**src/rtl/bt_pkg.sv**
```systemverilog
// Shared types for the block tracker.
// Assumes: nothing; holds only declarations.
package bt_pkg;
    localparam int MAX_THREADS = 4;

    typedef enum logic [2:0] {
        FR_FREE,
        FR_FETCH,
        FR_EXEC,
        FR_DONE,
        FR_COMMIT
    } frame_st_e;
endpackage

```
**src/rtl/bt_frame.sv**
```systemverilog
// One block frame: steps through its life cycle on tagged events.
// Assumes: kill is never raised while the frame is committing.
module bt_frame (
    input  logic              clk,
    input  logic              rst_n,
    input  logic              alloc,
    input  logic              fetched,
    input  logic              executed,
    input  logic              commit_go,
    input  logic              commit_ack_i,
    input  logic              kill,
    output bt_pkg::frame_st_e st
);
    import bt_pkg::*;

    // Frame state register; a kill overrides every other event.
    always_ff @(posedge clk) begin
        if (!rst_n || kill) begin
            st <= FR_FREE;
        end else begin
            case (st)
                FR_FREE:   if (alloc)        st <= FR_FETCH;
                FR_FETCH:  if (fetched)      st <= FR_EXEC;
                FR_EXEC:   if (executed)     st <= FR_DONE;
                FR_DONE:   if (commit_go)    st <= FR_COMMIT;
                FR_COMMIT: if (commit_ack_i) st <= FR_FREE;
                default:                     st <= FR_FREE;
            endcase
        end
    end
endmodule

```
**src/rtl/bt_thread_ctl.sv**
```systemverilog
// Per-thread ring bookkeeping: oldest offset and occupancy within the slice.
// Assumes: alloc only when not full, retire only when count is non-zero.
module bt_thread_ctl #(
    parameter int FID_W = 3,
    parameter int CNT_W = FID_W + 1
) (
    input  logic             clk,
    input  logic             rst_n,
    input  logic [FID_W-1:0] mask,
    input  logic [CNT_W-1:0] size,
    input  logic             alloc,
    input  logic             retire,
    input  logic             flush,
    input  logic [FID_W-1:0] flush_off,
    output logic [FID_W-1:0] head,
    output logic [FID_W-1:0] tail,
    output logic [CNT_W-1:0] count,
    output logic             full
);
    logic [FID_W-1:0] rel;

    // Distance of the flushed frame from the oldest one.
    always_comb rel = (flush_off - head) & mask;

    // Oldest pointer and occupancy update.
    always_ff @(posedge clk) begin
        if (!rst_n) begin
            head  <= '0;
            count <= '0;
        end else begin
            if (retire) head <= (head + 1'b1) & mask;
            if (flush)  count <= CNT_W'(rel) - CNT_W'(retire);
            else        count <= count + CNT_W'(alloc) - CNT_W'(retire);
        end
    end

    // Next free slot and fullness.
    always_comb begin
        tail = (head + count[FID_W-1:0]) & mask;
        full = (count == size);
    end
endmodule

```
**src/rtl/bt_commit_arb.sv**
```systemverilog
// Fixed-priority pick among threads whose oldest frame can commit.
// Assumes: ready already excludes a busy commit port.
module bt_commit_arb #(
    parameter int N  = 4,
    parameter int IW = 2
) (
    input  logic [N-1:0]  ready,
    output logic          any,
    output logic [IW-1:0] pick
);
    // Lowest index wins.
    always_comb begin
        any  = |ready;
        pick = '0;
        for (int t = N - 1; t >= 0; t--) begin
            if (ready[t]) pick = IW'(t);
        end
    end
endmodule

```
**src/rtl/bt_tracker.sv**
```systemverilog
// Top: frame pool, per-thread rings, in-order commit and flush.
// Assumes: thread_mode changes only in reset; no flush names the frame
// being committed; commit_ack only while commit_valid.
module bt_tracker #(
    parameter int NUM_FRAMES = 8,
    parameter int FID_W      = $clog2(NUM_FRAMES),
    parameter int TID_W      = $clog2(bt_pkg::MAX_THREADS)
) (
    input  logic             clk,
    input  logic             rst_n,
    input  logic [1:0]       thread_mode,
    input  logic             fetch_req,
    input  logic [TID_W-1:0] fetch_tid,
    output logic             fetch_grant,
    output logic [FID_W-1:0] fetch_fid,
    input  logic             fetch_done,
    input  logic [FID_W-1:0] fetch_done_fid,
    input  logic             exec_done,
    input  logic [FID_W-1:0] exec_done_fid,
    input  logic             flush_req,
    input  logic [FID_W-1:0] flush_fid,
    output logic             flush_done,
    output logic             commit_valid,
    output logic [FID_W-1:0] commit_fid,
    output logic [TID_W-1:0] commit_tid,
    input  logic             commit_ack
);
    import bt_pkg::*;
    localparam int NTH   = MAX_THREADS;
    localparam int CNT_W = FID_W + 1;

    int unsigned       lg;
    logic [FID_W-1:0]  mask;
    logic [CNT_W-1:0]  size;
    logic [NTH-1:0]    active;
    frame_st_e         fst [NUM_FRAMES];
    logic [FID_W-1:0]  head [NTH];
    logic [FID_W-1:0]  tail [NTH];
    logic [CNT_W-1:0]  cnt  [NTH];
    logic [NTH-1:0]    full;
    logic [FID_W-1:0]  cand_fid [NTH];
    logic [NTH-1:0]    ready;
    logic              arb_any;
    logic [TID_W-1:0]  arb_pick;
    logic              commit_busy;
    logic [TID_W-1:0]  flush_tid;
    logic [FID_W-1:0]  fl_rel;
    logic              flush_ok;
    logic [NUM_FRAMES-1:0] kill;
    logic [NUM_FRAMES-1:0] committing_vec;
    logic              ack_fire;

    // Slice geometry from the thread mode.
    always_comb begin
        case (thread_mode)
            2'd0:    lg = FID_W;
            2'd1:    lg = FID_W - 1;
            default: lg = FID_W - 2;
        endcase
        mask = FID_W'((1 << lg) - 1);
        size = CNT_W'(1 << lg);
        for (int t = 0; t < NTH; t++) active[t] = (t < (1 << (FID_W - lg)));
    end

    // Fetch grant: thread active, not full, not being flushed.
    always_comb begin
        flush_tid   = TID_W'(flush_fid >> lg);
        fetch_fid   = (FID_W'(fetch_tid) << lg) | tail[fetch_tid];
        fetch_grant = fetch_req && active[fetch_tid] && !full[fetch_tid]
                      && !(flush_req && flush_tid == fetch_tid);
    end

    // Flush validity and the set of frames it releases.
    always_comb begin
        fl_rel   = (flush_fid - head[flush_tid]) & mask;
        flush_ok = flush_req && ({1'b0, fl_rel} < cnt[flush_tid]);
        for (int i = 0; i < NUM_FRAMES; i++) begin
            logic [FID_W-1:0] rel_i;
            rel_i   = (FID_W'(i) - head[flush_tid]) & mask;
            kill[i] = flush_ok && (TID_W'(i >> lg) == flush_tid)
                      && (rel_i >= fl_rel) && ({1'b0, rel_i} < cnt[flush_tid]);
        end
    end

    assign ack_fire = commit_busy && commit_ack;

    generate
        for (genvar t = 0; t < NTH; t++) begin : g_thr
            bt_thread_ctl #(.FID_W(FID_W), .CNT_W(CNT_W)) u_thr (
                .clk       (clk),
                .rst_n     (rst_n),
                .mask      (mask),
                .size      (size),
                .alloc     (fetch_grant && fetch_tid == TID_W'(t)),
                .retire    (ack_fire && commit_tid == TID_W'(t)),
                .flush     (flush_ok && flush_tid == TID_W'(t)),
                .flush_off (flush_fid & mask),
                .head      (head[t]),
                .tail      (tail[t]),
                .count     (cnt[t]),
                .full      (full[t])
            );
            // Oldest frame of this thread and its commit readiness.
            always_comb begin
                cand_fid[t] = FID_W'(t << lg) | head[t];
                ready[t]    = active[t] && (cnt[t] != '0)
                              && (fst[cand_fid[t]] == FR_DONE) && !commit_busy;
            end
        end

        for (genvar i = 0; i < NUM_FRAMES; i++) begin : g_frm
            bt_frame u_frm (
                .clk          (clk),
                .rst_n        (rst_n),
                .alloc        (fetch_grant && fetch_fid == FID_W'(i)),
                .fetched      (fetch_done && fetch_done_fid == FID_W'(i)),
                .executed     (exec_done && exec_done_fid == FID_W'(i)),
                .commit_go    (arb_any && cand_fid[arb_pick] == FID_W'(i)),
                .commit_ack_i (ack_fire && commit_fid == FID_W'(i)),
                .kill         (kill[i]),
                .st           (fst[i])
            );
            assign committing_vec[i] = (fst[i] == FR_COMMIT);
        end
    endgenerate

    bt_commit_arb #(.N(NTH), .IW(TID_W)) u_arb (
        .ready (ready),
        .any   (arb_any),
        .pick  (arb_pick)
    );

    // Commit handshake and flush report registers.
    always_ff @(posedge clk) begin
        if (!rst_n) begin
            commit_busy <= 1'b0;
            commit_fid  <= '0;
            commit_tid  <= '0;
            flush_done  <= 1'b0;
        end else begin
            flush_done <= flush_ok;
            if (arb_any) begin
                commit_busy <= 1'b1;
                commit_fid  <= cand_fid[arb_pick];
                commit_tid  <= arb_pick;
            end else if (ack_fire) begin
                commit_busy <= 1'b0;
            end
        end
    end

    assign commit_valid = commit_busy;
endmodule

```
**config.mk**
```make
export PLATFORM = sky130hd
export DESIGN_NAME = bt_tracker
export DESIGN_NICKNAME = d
export VERILOG_FILES = /design/src/rtl/bt_pkg.sv /design/src/rtl/bt_frame.sv /design/src/rtl/bt_thread_ctl.sv /design/src/rtl/bt_commit_arb.sv /design/src/rtl/bt_tracker.sv
export SDC_FILE = /design/constraint.sdc
export NUM_CORES = 1
export LEC_CHECK = 0
export ABC_AREA = 1
export BUFFER_PORTS_ARGS = -buffer_cell sky130_fd_sc_hd__clkbuf_2
export CAP_MARGIN = 20
export CELL_PAD_IN_SITES_DETAIL_PLACEMENT = 2
export CELL_PAD_IN_SITES_GLOBAL_PLACEMENT = 2
export CORE_UTILIZATION = 35
export DETAILED_ROUTE_END_ITERATION = 6
export GPL_TIMING_DRIVEN = 0
export PLACE_DENSITY = 0.81
export SKIP_LAST_GASP = 1
export SYNTH_ARGS = -nofsm -noshare
export SYNTH_HDL_FRONTEND = slang
export SYNTH_SLANG_ARGS = --single-unit
export TNS_END_PERCENT = 1
```
**constraint.sdc**
```tcl
create_clock -name clk -period 5.17 [get_ports clk]
set_input_delay 1.551 -clock clk [delete_from_list [all_inputs] [get_ports clk]]
set_output_delay 1.551 -clock clk [all_outputs]
set_load 0.005 [all_outputs]
```
==> qor.yml, run 1 <==
worst_setup_path:
  max_stage_delay_ns: 0.39
  crit_arrival_ns: 5.31
  startpoint_type: "input pin"
  crit_path_frequent_cell: "nand2_1"
  cp_max_fo: 10
  worst_path_max_delay_cell: "fa_1"
  crit_type: "in2reg"
  endpoint_kind: "register"
  worstPathRequired_ns: 5.45
synth:
  ys_seq_elements: 59
  synthCells: 1020
  synth.distinct_cells: 55
  synthMuxAreaShare: 0
  synth_compound_area_frac: 0.156
  synthSimpleGateAreaFrac: 0.356
  syn_avg_cell_area_um2: 6.47
  ys_warn_count: 0
  ys_top_cells_by_area: "dfxtp_1 (18%), ha_1 (13%), nand2_1 (12%)"
  syn_area_um2: 6600
  synth_xor_area_frac: 0.0412
  yosysTopAreaCell: "dfxtp_1"
  synth_top_family_by_area: "simple AND/OR/NAND/NOR gates"
  yosysTopAreaCellShare: 0.179
  yosysSeqAreaShare: 0.179
  syn_nets: 1122
  synthAdderAreaFrac: 0.170
global_route:
  first_global_vias: 7740
  overflow: 0
  grt_pass1_wl_mm: 43.2
  track_usage: 0.294
  antenna_found_initial: 0
  grt_max_degree: 12
final_layout:
  final_cells: 1298
  insertedDiodeCount: 0
  areaGrowthSynthToFinish_pct: 12.1
  fill_cells: 2280
  drive_above_1_share: 0.131
  num-nets-final: 1167
cts:
  cts_buffer_depth: 2
  postCtsHoldBufs: 0
  cts.htree.levels: 3
  cts-root-buf: "clkbuf_16"
  insertion_delay_ns: 0.35
  numCtsBuffers: 9
  cts_sinks: 59
  cts_tree: "done"
  clk_pin_slew_ns: 0.06
job:
  drv_cap: 0
floorplan:
  initial_core_util: 0.362
  std_cell_rows: 49
  die_h_um: 139
  core_um2: 18200
  pin_count: 31
  die-area_um2: 19400
  die_w_um: 139
sta:
  fmax_mhz: 199
  setup_viol: 0
  period_minus_slack_ns: 5.03
  fin_crit_sh: 0.973
  hold_viol: 0
  relSlewSlack: 0.164
  slew_violations: 0
  finClkSkew_ns: 0.00681
  worst_pin_slew_ns: 1.24
  rsz0062_at_grt: "true"
power_and_ir_drop:
  p_total_mw: 2.58
  p_per_area_nw_per_um2: 348
  p_leak_nw: 3.43
  ir_drop_v: 0.000159
route:
  routed_wirelength_mm: 27.6
  ant_nets: 0
  first_iter_violations: 430
  firstDrtPassIters: 5
  drc: 0
  vias: 7241
  vias_per_cell: 5.58
  wl_per_cell_um: 21.2
place:
  hpwlAfterDp_mm: 22.4
  numPortBuffers: 28
  dpl.cell_count: 1278
  gp_congestion: 0.883
run_status:
  outcome: "finished clean"
worst_hold_path:
  min_path_type: "reg2reg"
## through the flow
| stage | setup WS [ns] | hold slack (ns) | utilization | setup TNS [ns] | area [µm²] |
|---|---|---|---|---|---|
| 2_1_floorplan | 0.479 | 0.473 | - | 0 | 6600 |
| 3_3_place_gp | -0.422 | 0.500 | 0.386 | -12.81 | 7020 |
| 3_5_place_dp | -0.624 | 0.516 | 0.386 | -20.64 | 7040 |
| 4_1_cts | 0.0116 | 0.526 | 0.403 | 0 | 7340 |
| 5_1_grt | -0.0417 | 0.557 | 0.406 | -0.410 | 7400 |
| 6_report | 0.137 | 0.522 | 0.406 | 0 | 7400 |
## worst max-delay path, delay by kind of cell
kind | cells | cell delay, ns
and+or+nand+nor | 11 | 1.24
adders and majority gates | 3 | 0.93
buffers and inverters | 6 | 0.77
AOI/OAI and AO/OA | 3 | 0.43
xor gates and xnor gates | 2 | 0.36
## flip-flops by register name, summed over array words and instances, names as in the netlist
name	cells
g_frm.u_frm.st	24
g_thr.u_thr.count	16
g_thr.u_thr.head	12
commit_fid	3
commit_tid	2
commit_valid	1
flush_done	1
## what timing repair did
| item | 4_1_cts | 5_1_grt |
|---|---|---|
| gates resized for setup | 3 | 12 |
| setup buffers | 3 | 1 |
| pin swaps | 1 | 2 |
| setup endpoints to repair | 39 | 38 |
## per-layer routing
metal	part of all wire	vias to the layer above	global-route usage
met1	0.45	3587	0.378
li1	-	3471	-
met3	0.046	38	0.0444
met4	0.024	0	0.0889
met5	0	-	0
met2	0.48	145	0.503
## cells in the mapped netlist (all sizes together)
cell type	n
o211ai	6
xor2	21
a211oi	8
a21boi	1
o2111ai	2
nand2	232
o22ai	5
a311oi	1
nand3	112
and3	3
fa	13
a221oi	6
o21ai	41
clkbuf	6
inv	144
a32o	1
clkinv	1
o31ai	2
nand4	8
o311ai	2
buf	11
o21a	4
or2	8
a21o	1
nor2	131
ha	69
o21bai	2
nor3	14
nand3b	4
a2111oi	1
a21oi	79
a31oi	5
a22oi	2
xnor2	10
dfxtp	59
and2	2
o221ai	3
## cells by family (layout without fill, tap and decap cells)
| logic type | count (synthesis) | in the layout |
|---|---|---|
| simple gates | 514 | 514 |
| compound gates | 172 | 172 |
| buf+inv | 162 | 211 |
| fa+ha+maj | 82 | 82 |
| flops | 59 | 59 |
| xor+xnor | 31 | 31 |
## cells in the final DEF (no fill, tap or decap), types with 15 or more instances in the layout
cell type  instances
inv_2             15
nand2_1          215
xor2_1            21
ha_1              69
inv_1            127
clkbuf_2          28
o21ai_0           34
dfxtp_1           59
nand3_1          102
nor2_1           111
a21oi_1           78
## power by group
group / switching [mW] / internal, mW
combinational: 0.847 / 0.477
sequential: 0.129 / 0.542
clock: 0.251 / 0.332
## worst paths after layout
kind	startpoint	to	slack, ns	cells past startpoint
max reg2reg	g_thr[3].u_thr.head[0]	g_frm[2].u_frm.st[1]	1.49	18
min	g_frm[4].u_frm.st[0]	g_frm[4].u_frm.st[0]	0.52	2
max	thread_mode[0]	g_frm[2].u_frm.st[1]	0.14	25
min reg2reg	g_frm[4].u_frm.st[0]	g_frm[4].u_frm.st[0]	0.52	2
## area by class of cell
| cell class | count | area [µm²] | area share |
|---|---|---|---|
| clock inverters | 5 | 30.0 | 0.00406 |
| well taps | 229 | 287 | 0.0387 |
| inverters | 145 | 552 | 0.0746 |
| repair buffers | 34 | 185 | 0.0250 |
| clock buffers | 10 | 239 | 0.0323 |
| flip-flops and latches | 59 | 1180 | 0.160 |
| multi-input cells | 799 | 4820 | 0.652 |
| plain buffers | 17 | 98.8 | 0.0134 |
(Power assumes the default switching activity.)
==> inputs of run 2 (changes only) <==
==> constraint.sdc (replaced) <==
create_clock -name clk -period 4.9 [get_ports clk]
set_input_delay 1.47 -clock clk [delete_from_list [all_inputs] [get_ports clk]]
set_output_delay 1.47 -clock clk [all_outputs]
set_load 0.005 [all_outputs]
==> qor.yml, run 2 (synthesized netlist as in run 1, its figures left out) <==
cts:
  cts.htree.levels: 3  # unchanged
  cts_buffer_depth: 2  # unchanged
  numCtsBuffers: 9  # unchanged
  cts_tree: "done"
  clk_pin_slew_ns: 0.06  # about the same
  postCtsHoldBufs: 0  # unchanged
  cts-root-buf: "clkbuf_16"
  cts_sinks: 59  # unchanged
  insertion_delay_ns: 0.35  # about the same
sta:
  setup_viol: 0  # unchanged
  slew_violations: 0  # unchanged
  fin_crit_sh: 0.974
  worst_pin_slew_ns: 1.24  # -0.00312 ns
  fmax_mhz: 210
  finClkSkew_ns: 0.00729  # +0.000482 ns
  layout_setup_ws_ns: 0.127  # -0.0104 ns
  hold_viol: 0  # unchanged
  relSlewSlack: 0.166  # +0.00210
  period_minus_slack_ns: 4.77
global_route:
  overflow: 0  # unchanged
  track_usage: 0.294  # +0.000814
  grt_max_degree: 12  # unchanged
  first_global_vias: 7759  # +0.25%
  grt_pass1_wl_mm: 43.3  # +0.30%
  antenna_found_initial: 0  # unchanged
place:
  place_area_um2: 7040  # unchanged
  dpl_worst_slack_ns: -0.813  # -0.189 ns
  hpwlAfterDp_mm: 22.4  # unchanged
  numPortBuffers: 28  # unchanged
  gp_congestion: 0.883  # unchanged
floorplan:
  initial_core_util: 0.362  # unchanged
  die_h_um: 139  # unchanged
  core_um2: 18200  # unchanged
  die-area_um2: 19400  # unchanged
  die_w_um: 139  # unchanged
  pin_count: 31  # unchanged
  std_cell_rows: 49  # unchanged
run_status:
  outcome: "finished clean"
power_and_ir_drop:
  ir_drop_v: 0.000178  # +12%
  p_leak_nw: 3.48  # +1.6%
  p_total_mw: 2.75  # +6.5%
  p_per_area_nw_per_um2: 365  # +4.9%
final_layout:
  final_cell_mix: "nand2_1 (214), inv_1 (125), nor2_1 (111)"
  finalInstanceArea_um2: 7510  # +1.6%
  areaGrowthSynthToFinish_pct: 13.9
  fill_cells: 2277  # -0.13%
  drive_above_1_share: 0.142  # +0.0110
  layout_commonest_cell: "nand2_1"
  largest_register_ff_count: 24  # unchanged
  num-nets-final: 1176  # +0.77%
  insertedDiodeCount: 0  # unchanged
  reg_top3: "g_frm.u_frm.st (24), g_thr.u_thr.count (16), g_thr.u_thr.head (12)"
  top_register: "g_frm.u_frm.st"
route:
  first_iter_violations: 393  # -8.6%
  vias_per_cell: 5.56  # -0.33%
  ant_nets: 0  # unchanged
  firstDrtPassIters: 5  # unchanged
  routed_wirelength_mm: 28.0  # +1.5%
  drc: 0  # unchanged
  vias: 7267  # +0.36%
  wl_per_cell_um: 21.4  # +0.76%
worst_setup_path:
  startpoint_type: "input pin"
  crit_type: "in2reg"
  worstPathRequired_ns: 5.15  # -0.30 ns
  crit_arrival_ns: 5.02  # -0.29 ns
  ff2ff_setup_slack_ns: 1.32  # -0.17 ns
  endpoint_kind: "register"
  cp_max_fo: 6  # -4
job:
  drv_cap: 0  # unchanged
worst_hold_path:
  min_path_type: "reg2reg"
## run 2: changes by cell type in the layout (fill, tap and decap cells not counted), moves of 2 or more
cell	delta
inv_1	-2
nor2_4	+2
nor2_2	-2
buf_4	+8
## run 2: power breakdown
part           switching (mW)  leakage [nW]  total (mW)  internal, mW
logic                   0.903          2.87        1.42         0.514
clock network           0.270         0.130       0.621         0.351
registers               0.135         0.480       0.707         0.572
## run 2: final timing paths
kind | start | endpoint | cells past startpoint
setup reg to reg | g_thr[1].u_thr.head[0] | g_frm[6].u_frm.st[0] | 20
hold reg to reg | g_frm[4].u_frm.st[0] | g_frm[4].u_frm.st[0] | 2
hold / removal | g_frm[4].u_frm.st[0] | g_frm[4].u_frm.st[0] | 2
setup / recovery | thread_mode[0] | g_frm[6].u_frm.st[0] | 26
## run 2: per-stage QoR
| stage | setup TNS [ns] | util | hold WS [ns] | std cells |
|---|---|---|---|---|
| 2_1_floorplan | 0 | - | 0.473 | 1020 |
| 3_3_place_gp | -20.37 | 0.386 | 0.500 | 1277 |
| 3_5_place_dp | -28.34 | 0.386 | 0.516 | 1278 |
| 4_1_cts | -0.446 | 0.405 | 0.526 | 1297 |
| 5_1_grt | -0.629 | 0.412 | 0.557 | 1307 |
| 6_report | 0 | 0.412 | 0.522 | 1307 |
## run 2: critical path, stage by stage
cell      delay, ns
buf_2          0.16
inv_2          0.06
nor2_4         0.14
nand2_1        0.07
nand2_1        0.13
buf_6          0.13
nand2_2        0.07
nor2_1         0.13
inv_2          0.06
nand3b_4       0.09
inv_2          0.07
ha_1           0.21
fa_1           0.40
xor2_1         0.17
xor2_1         0.17
nand2_2        0.16
inv_1          0.06
ha_1           0.30
nand3_2        0.09
nand3_4        0.17
nor2_2         0.15
nand2_1        0.07
nor2_1         0.19
nor2_1         0.09
nand2_1        0.12
nor2_1         0.05
## run 2: area by class of cell
class	instances	area (µm²)	area share
multi-input cells	799	4850	0.646
flip-flops and latches	59	1180	0.157
inverters	145	561	0.0746
well taps	229	287	0.0381
repair buffers	43	253	0.0336
clock buffers	10	239	0.0318
plain buffers	17	110	0.0147
clock inverters	5	30.0	0.00400
## run 2: metal layers
metal | GRT usage | share of wire
met1 | 0.378 | 0.46
met2 | 0.505 | 0.48
met3 | 0.0451 | 0.041
met4 | 0.0918 | 0.023
met5 | 0 | 0
## run 2: timing repair
action / in CTS / in global routing
pin swaps: 2 / 4
endpoints found under the setup margin: 40 / 40
resized for setup: 11 / 17
setup buffers: 4 / 9
==> inputs of run 3 (changes only) <==
--- a/config.mk
+++ b/config.mk
@@ -5,15 +5,14 @@
 export SDC_FILE = /design/constraint.sdc
 export NUM_CORES = 1
 export LEC_CHECK = 0
-export ABC_AREA = 1
 export BUFFER_PORTS_ARGS = -buffer_cell sky130_fd_sc_hd__clkbuf_2
 export CAP_MARGIN = 20
 export CELL_PAD_IN_SITES_DETAIL_PLACEMENT = 2
 export CELL_PAD_IN_SITES_GLOBAL_PLACEMENT = 2
-export CORE_UTILIZATION = 35
+export CORE_UTILIZATION = 39
 export DETAILED_ROUTE_END_ITERATION = 6
 export GPL_TIMING_DRIVEN = 0
-export PLACE_DENSITY = 0.81
+export PLACE_DENSITY = 0.83
 export SKIP_LAST_GASP = 1
 export SYNTH_ARGS = -nofsm -noshare
 export SYNTH_HDL_FRONTEND = slang
==> qor.yml, run 3 <==
run_status:
  outcome: "complete, but fails checks"
  violations: "setup timing"
worst_setup_path:
  ff2ff_setup_slack_ns: 0.33  # -0.99 ns
  worst_path_max_delay_cell: "or3b_2"
  path_delay_family: "buffers and inverters"
  timing.rr.end: "g_frm[3].u_frm.st[1]"
  path_cells: "buf_2, buf_6, buf_4, or3b_2, a2111oi_1, o21ai_1, nand4_1, buf_8, inv_1, clkbuf_2"
  crit_buf_inv: 6  # unchanged
  crit_type: "in2out"
  startpoint_type: "input pin"
  cp_max_fo: 10  # +4
  reg2reg_depth: 18  # -10%
  endpoint_kind: "primary output"
  r2r_start: "g_thr[0].u_thr.head[0]"
  max_stage_delay_ns: 0.44  # +0.04 ns
  worstPathRequired_ns: 3.43  # -1.72 ns
  crit_arrival_ns: 3.55  # -1.47 ns
final_layout:
  num-nets-final: 974  # -17%
  reg_top3: "g_frm.u_frm.st (24), g_thr.u_thr.count (16), g_thr.u_thr.head (12)"
  largest_register_ff_count: 24  # unchanged
  areaGrowthSynthToFinish_pct: 22.7
  drive_above_1_share: 0.217  # +0.0747
  layout_commonest_cell: "nor2_1"
  finalInstanceArea_um2: 7960  # +6.0%
  top_register: "g_frm.u_frm.st"
  final_cell_mix: "nor2_1 (77), ha_1 (67), inv_1 (65)"
  postLayoutCoreUtil: 0.496  # +0.0832
synth:
  syn_avg_cell_area_um2: 8.11  # +25%
  yosysTopAreaCell: "dfxtp_1"
  async_reset_ff_frac: 0  # unchanged
  yosysSeqAreaShare: 0.182  # +0.00300
  ys_top_cells_by_area: "dfxtp_1 (18%), ha_1 (13%), nor2_1 (4.6%)"
  synthCells: 800  # -22%
  synth.distinct_cells: 89  # +62%
  synthAdderAreaFrac: 0.173  # +0.00286
  ys_warn_count: 0  # unchanged
  synth_top_family_by_area: "compound AO/OA/AOI/OAI gates"
  synth_compound_area_frac: 0.246  # +0.0896
  synth-main-ff-cell: "dfxtp_1"
  synth_edf_count: 0  # unchanged
  yosys-top-cells-count: "nor2_1 (79), ha_1 (69), inv_1 (67), dfxtp_1 (59), nand2_1 (44)"
  yosysTopAreaCellShare: 0.182  # +0.00300
  syn_nets: 902  # -20%
  synthSimpleGateAreaFrac: 0.230  # -0.126
  synthMuxAreaShare: 0.0461  # +0.0461
  synth_xor_area_frac: 0.0544  # +0.0132
  yosysMostFrequentCell: "nor2_1"
  ys_seq_elements: 59  # unchanged
  syn_area_um2: 6490  # -1.7%
job:
  drv_cap: 0  # unchanged
route:
  wl_per_cell_um: 30.2  # +41%
  wl_met1_mm: 13.3  # +4.0%
  ant_nets: 0  # unchanged
  wl_met2_mm: 15.8  # +17%
  vias_per_cell: 6.68  # +20%
  routed_wirelength_mm: 33.1  # +18%
  vias: 7304  # +0.51%
  wl_met3_mm: 2.28  # +97%
  firstDrtPassIters: 5  # unchanged
  drc: 0  # unchanged
  first_iter_violations: 599  # +52%
  dr.max_layer_used: "met4"
power_and_ir_drop:
  internal-power_mw: 1.34  # -6.6%
  p_comb_frac: 0.429  # -0.087
  clkPwrFrac: 0.311  # +0.085
  p_per_area_nw_per_um2: 285  # -22%
  ir_drop_v: 0.000172  # -3.5%
  p_seq_frac: 0.260  # +0.002
  p_leak_nw: 3.19  # -8.4%
  swShare: 0.408  # -0.0691
  p_total_mw: 2.27  # -17%
  power.switching_mw: 0.923  # -29%
worst_hold_path:
  min_path_type: "reg2reg"
  min_from: "g_frm[0].u_frm.st[2]"
  min_to: "g_frm[0].u_frm.st[2]"
  holdPathStages: 2  # unchanged
floorplan:
  die_w_um: 131  # -6.0%
  std_cell_rows: 46  # -6.1%
  die_h_um: 131  # -6.0%
  die-area_um2: 17200  # -12%
  core_um2: 16100  # -12%
  pin_count: 31  # unchanged
  initial_core_util: 0.404  # +0.0417
cts:
  cts_tree: "done"
  cts_buffer_depth: 2  # unchanged
  clk_pin_slew_ns: 0.06  # about the same
  cts_sinks: 59  # unchanged
  numCtsBuffers: 9  # unchanged
  postCtsHoldBufs: 0  # unchanged
  cts-root-buf: "clkbuf_16"
  insertion_delay_ns: 0.35  # about the same
  cts.htree.levels: 3  # unchanged
global_route:
  grt_pass1_wl_mm: 45.5  # +4.9%
  track_usage: 0.362  # +0.0679
  overflow: 0  # unchanged
  grt_max_degree: 17  # +5
  first_global_vias: 7684  # -0.97%
  antenna_found_initial: 0  # unchanged
sta:
  worst_pin_slew_ns: 0.922  # -0.319 ns
  rsz0062_at_grt: "true"
  slew_violations: 0  # unchanged
  period_minus_slack_ns: 5.02  # +0.243 ns
  fin_crit_sh: 1.02  # +0.0497
  relSlewSlack: 0.385  # +0.219
  layout_setup_ws_ns: -0.116  # -0.243 ns
  fmax_mhz: 199  # -4.9%
  setup_viol: 21  # +21
  hold_viol: 0  # unchanged
  finClkSkew_ns: 0.0155  # +0.00823 ns
place:
  place_area_um2: 6960  # -1.1%
  hpwlAfterDp_mm: 21.6  # -3.8%
  gp_congestion: 0.881  # -0.19%
  numPortBuffers: 27  # -3.6%
## run 3: changes by cell type in the layout (fill, tap and decap cells not counted), sizes merged, moves of 14 or more
cell / delta
a21oi: -34
inv: -75
nand2: -188
nand3: -94
nor2: -52
a21o: +14
xor2: -14
buf: +31
## run 3: routing by layer
metal,vias up,GRT usage
met1,3700,0.462
met5,-,0
met4,0,0.181
li1,3109,-
met2,361,0.601
met3,134,0.0485
## run 3: timing repair
item,CTS,global route
gates cloned,0,1
pin swaps,8,18
buffers inserted,15,18
resized for setup,41,57
setup endpoints to repair,43,41
## run 3: power by group through the flow
stage          sequential [mW]  combinational, mW  clock (mW)
2_1_floorplan            0.565              0.498           0
5_1_grt                  0.591               1.02       0.727
6_report                 0.589              0.973       0.703
3_5_place_dp             0.592              0.726           0
3_3_place_gp             0.587              0.667           0
4_1_cts                  0.582              0.810       0.695
## run 3: kinds of logic after synthesis
group / Yosys count
simple gates: 274
compound gates: 220
buf+inv: 108
fa+ha+maj: 82
flops: 59
xor+xnor: 34
mux: 23
## run 3: area by class of cell
cell class / count / area (µm²)
Tap cell: 216 / 270
Clock inverter: 5 / 58.8
Timing Repair Buffer: 63 / 462
Antenna cell: 1 / 2.50
Sequential cell: 59 / 1180
Clock buffer: 11 / 253
Multi-Input combinational cell: 633 / 5230
Inverter: 67 / 251
Fill cell: 1742 / 8100
Buffer: 39 / 254
## run 3: worst reg2reg max path: cells and delay by family, from the launching register on
family | cells | cell delay, ns
compound gates | 5 | 1.30
fa+ha+maj | 3 | 0.80
buf+inv | 6 | 1.23
flops | 1 | 0.43
simple gates | 4 | 0.67
## run 3: how the worst max path moves through the flow
stage / start / to / slack [ns] / depth (start not counted)
CTS: thread_mode[0] / g_frm[1].u_frm.st[1] / -0.12 / 21
global route: flush_fid[1] / g_frm[1].u_frm.st[1] / -0.21 / 20
floorplan: flush_fid[1] / g_thr[1].u_thr.count[1] / -0.05 / 17
global placement: thread_mode[1] / g_frm[2].u_frm.st[1] / -1.28 / 14
finish: thread_mode[0] / fetch_grant / -0.12 / 10
detailed placement: thread_mode[1] / g_frm[3].u_frm.st[1] / -1.33 / 19
## run 3: per-stage QoR
stage	setup TNS, ns	cells	hold slack, ns	setup slack (ns)
finish	-0.815	1094	0.543	-0.116
global route	-4.68	1093	0.596	-0.209
CTS	-1.32	1074	0.543	-0.118
detailed placement	-45.71	1046	0.536	-1.33
global placement	-38.60	1043	0.510	-1.28
floorplan	-0.251	800	0.471	-0.0484
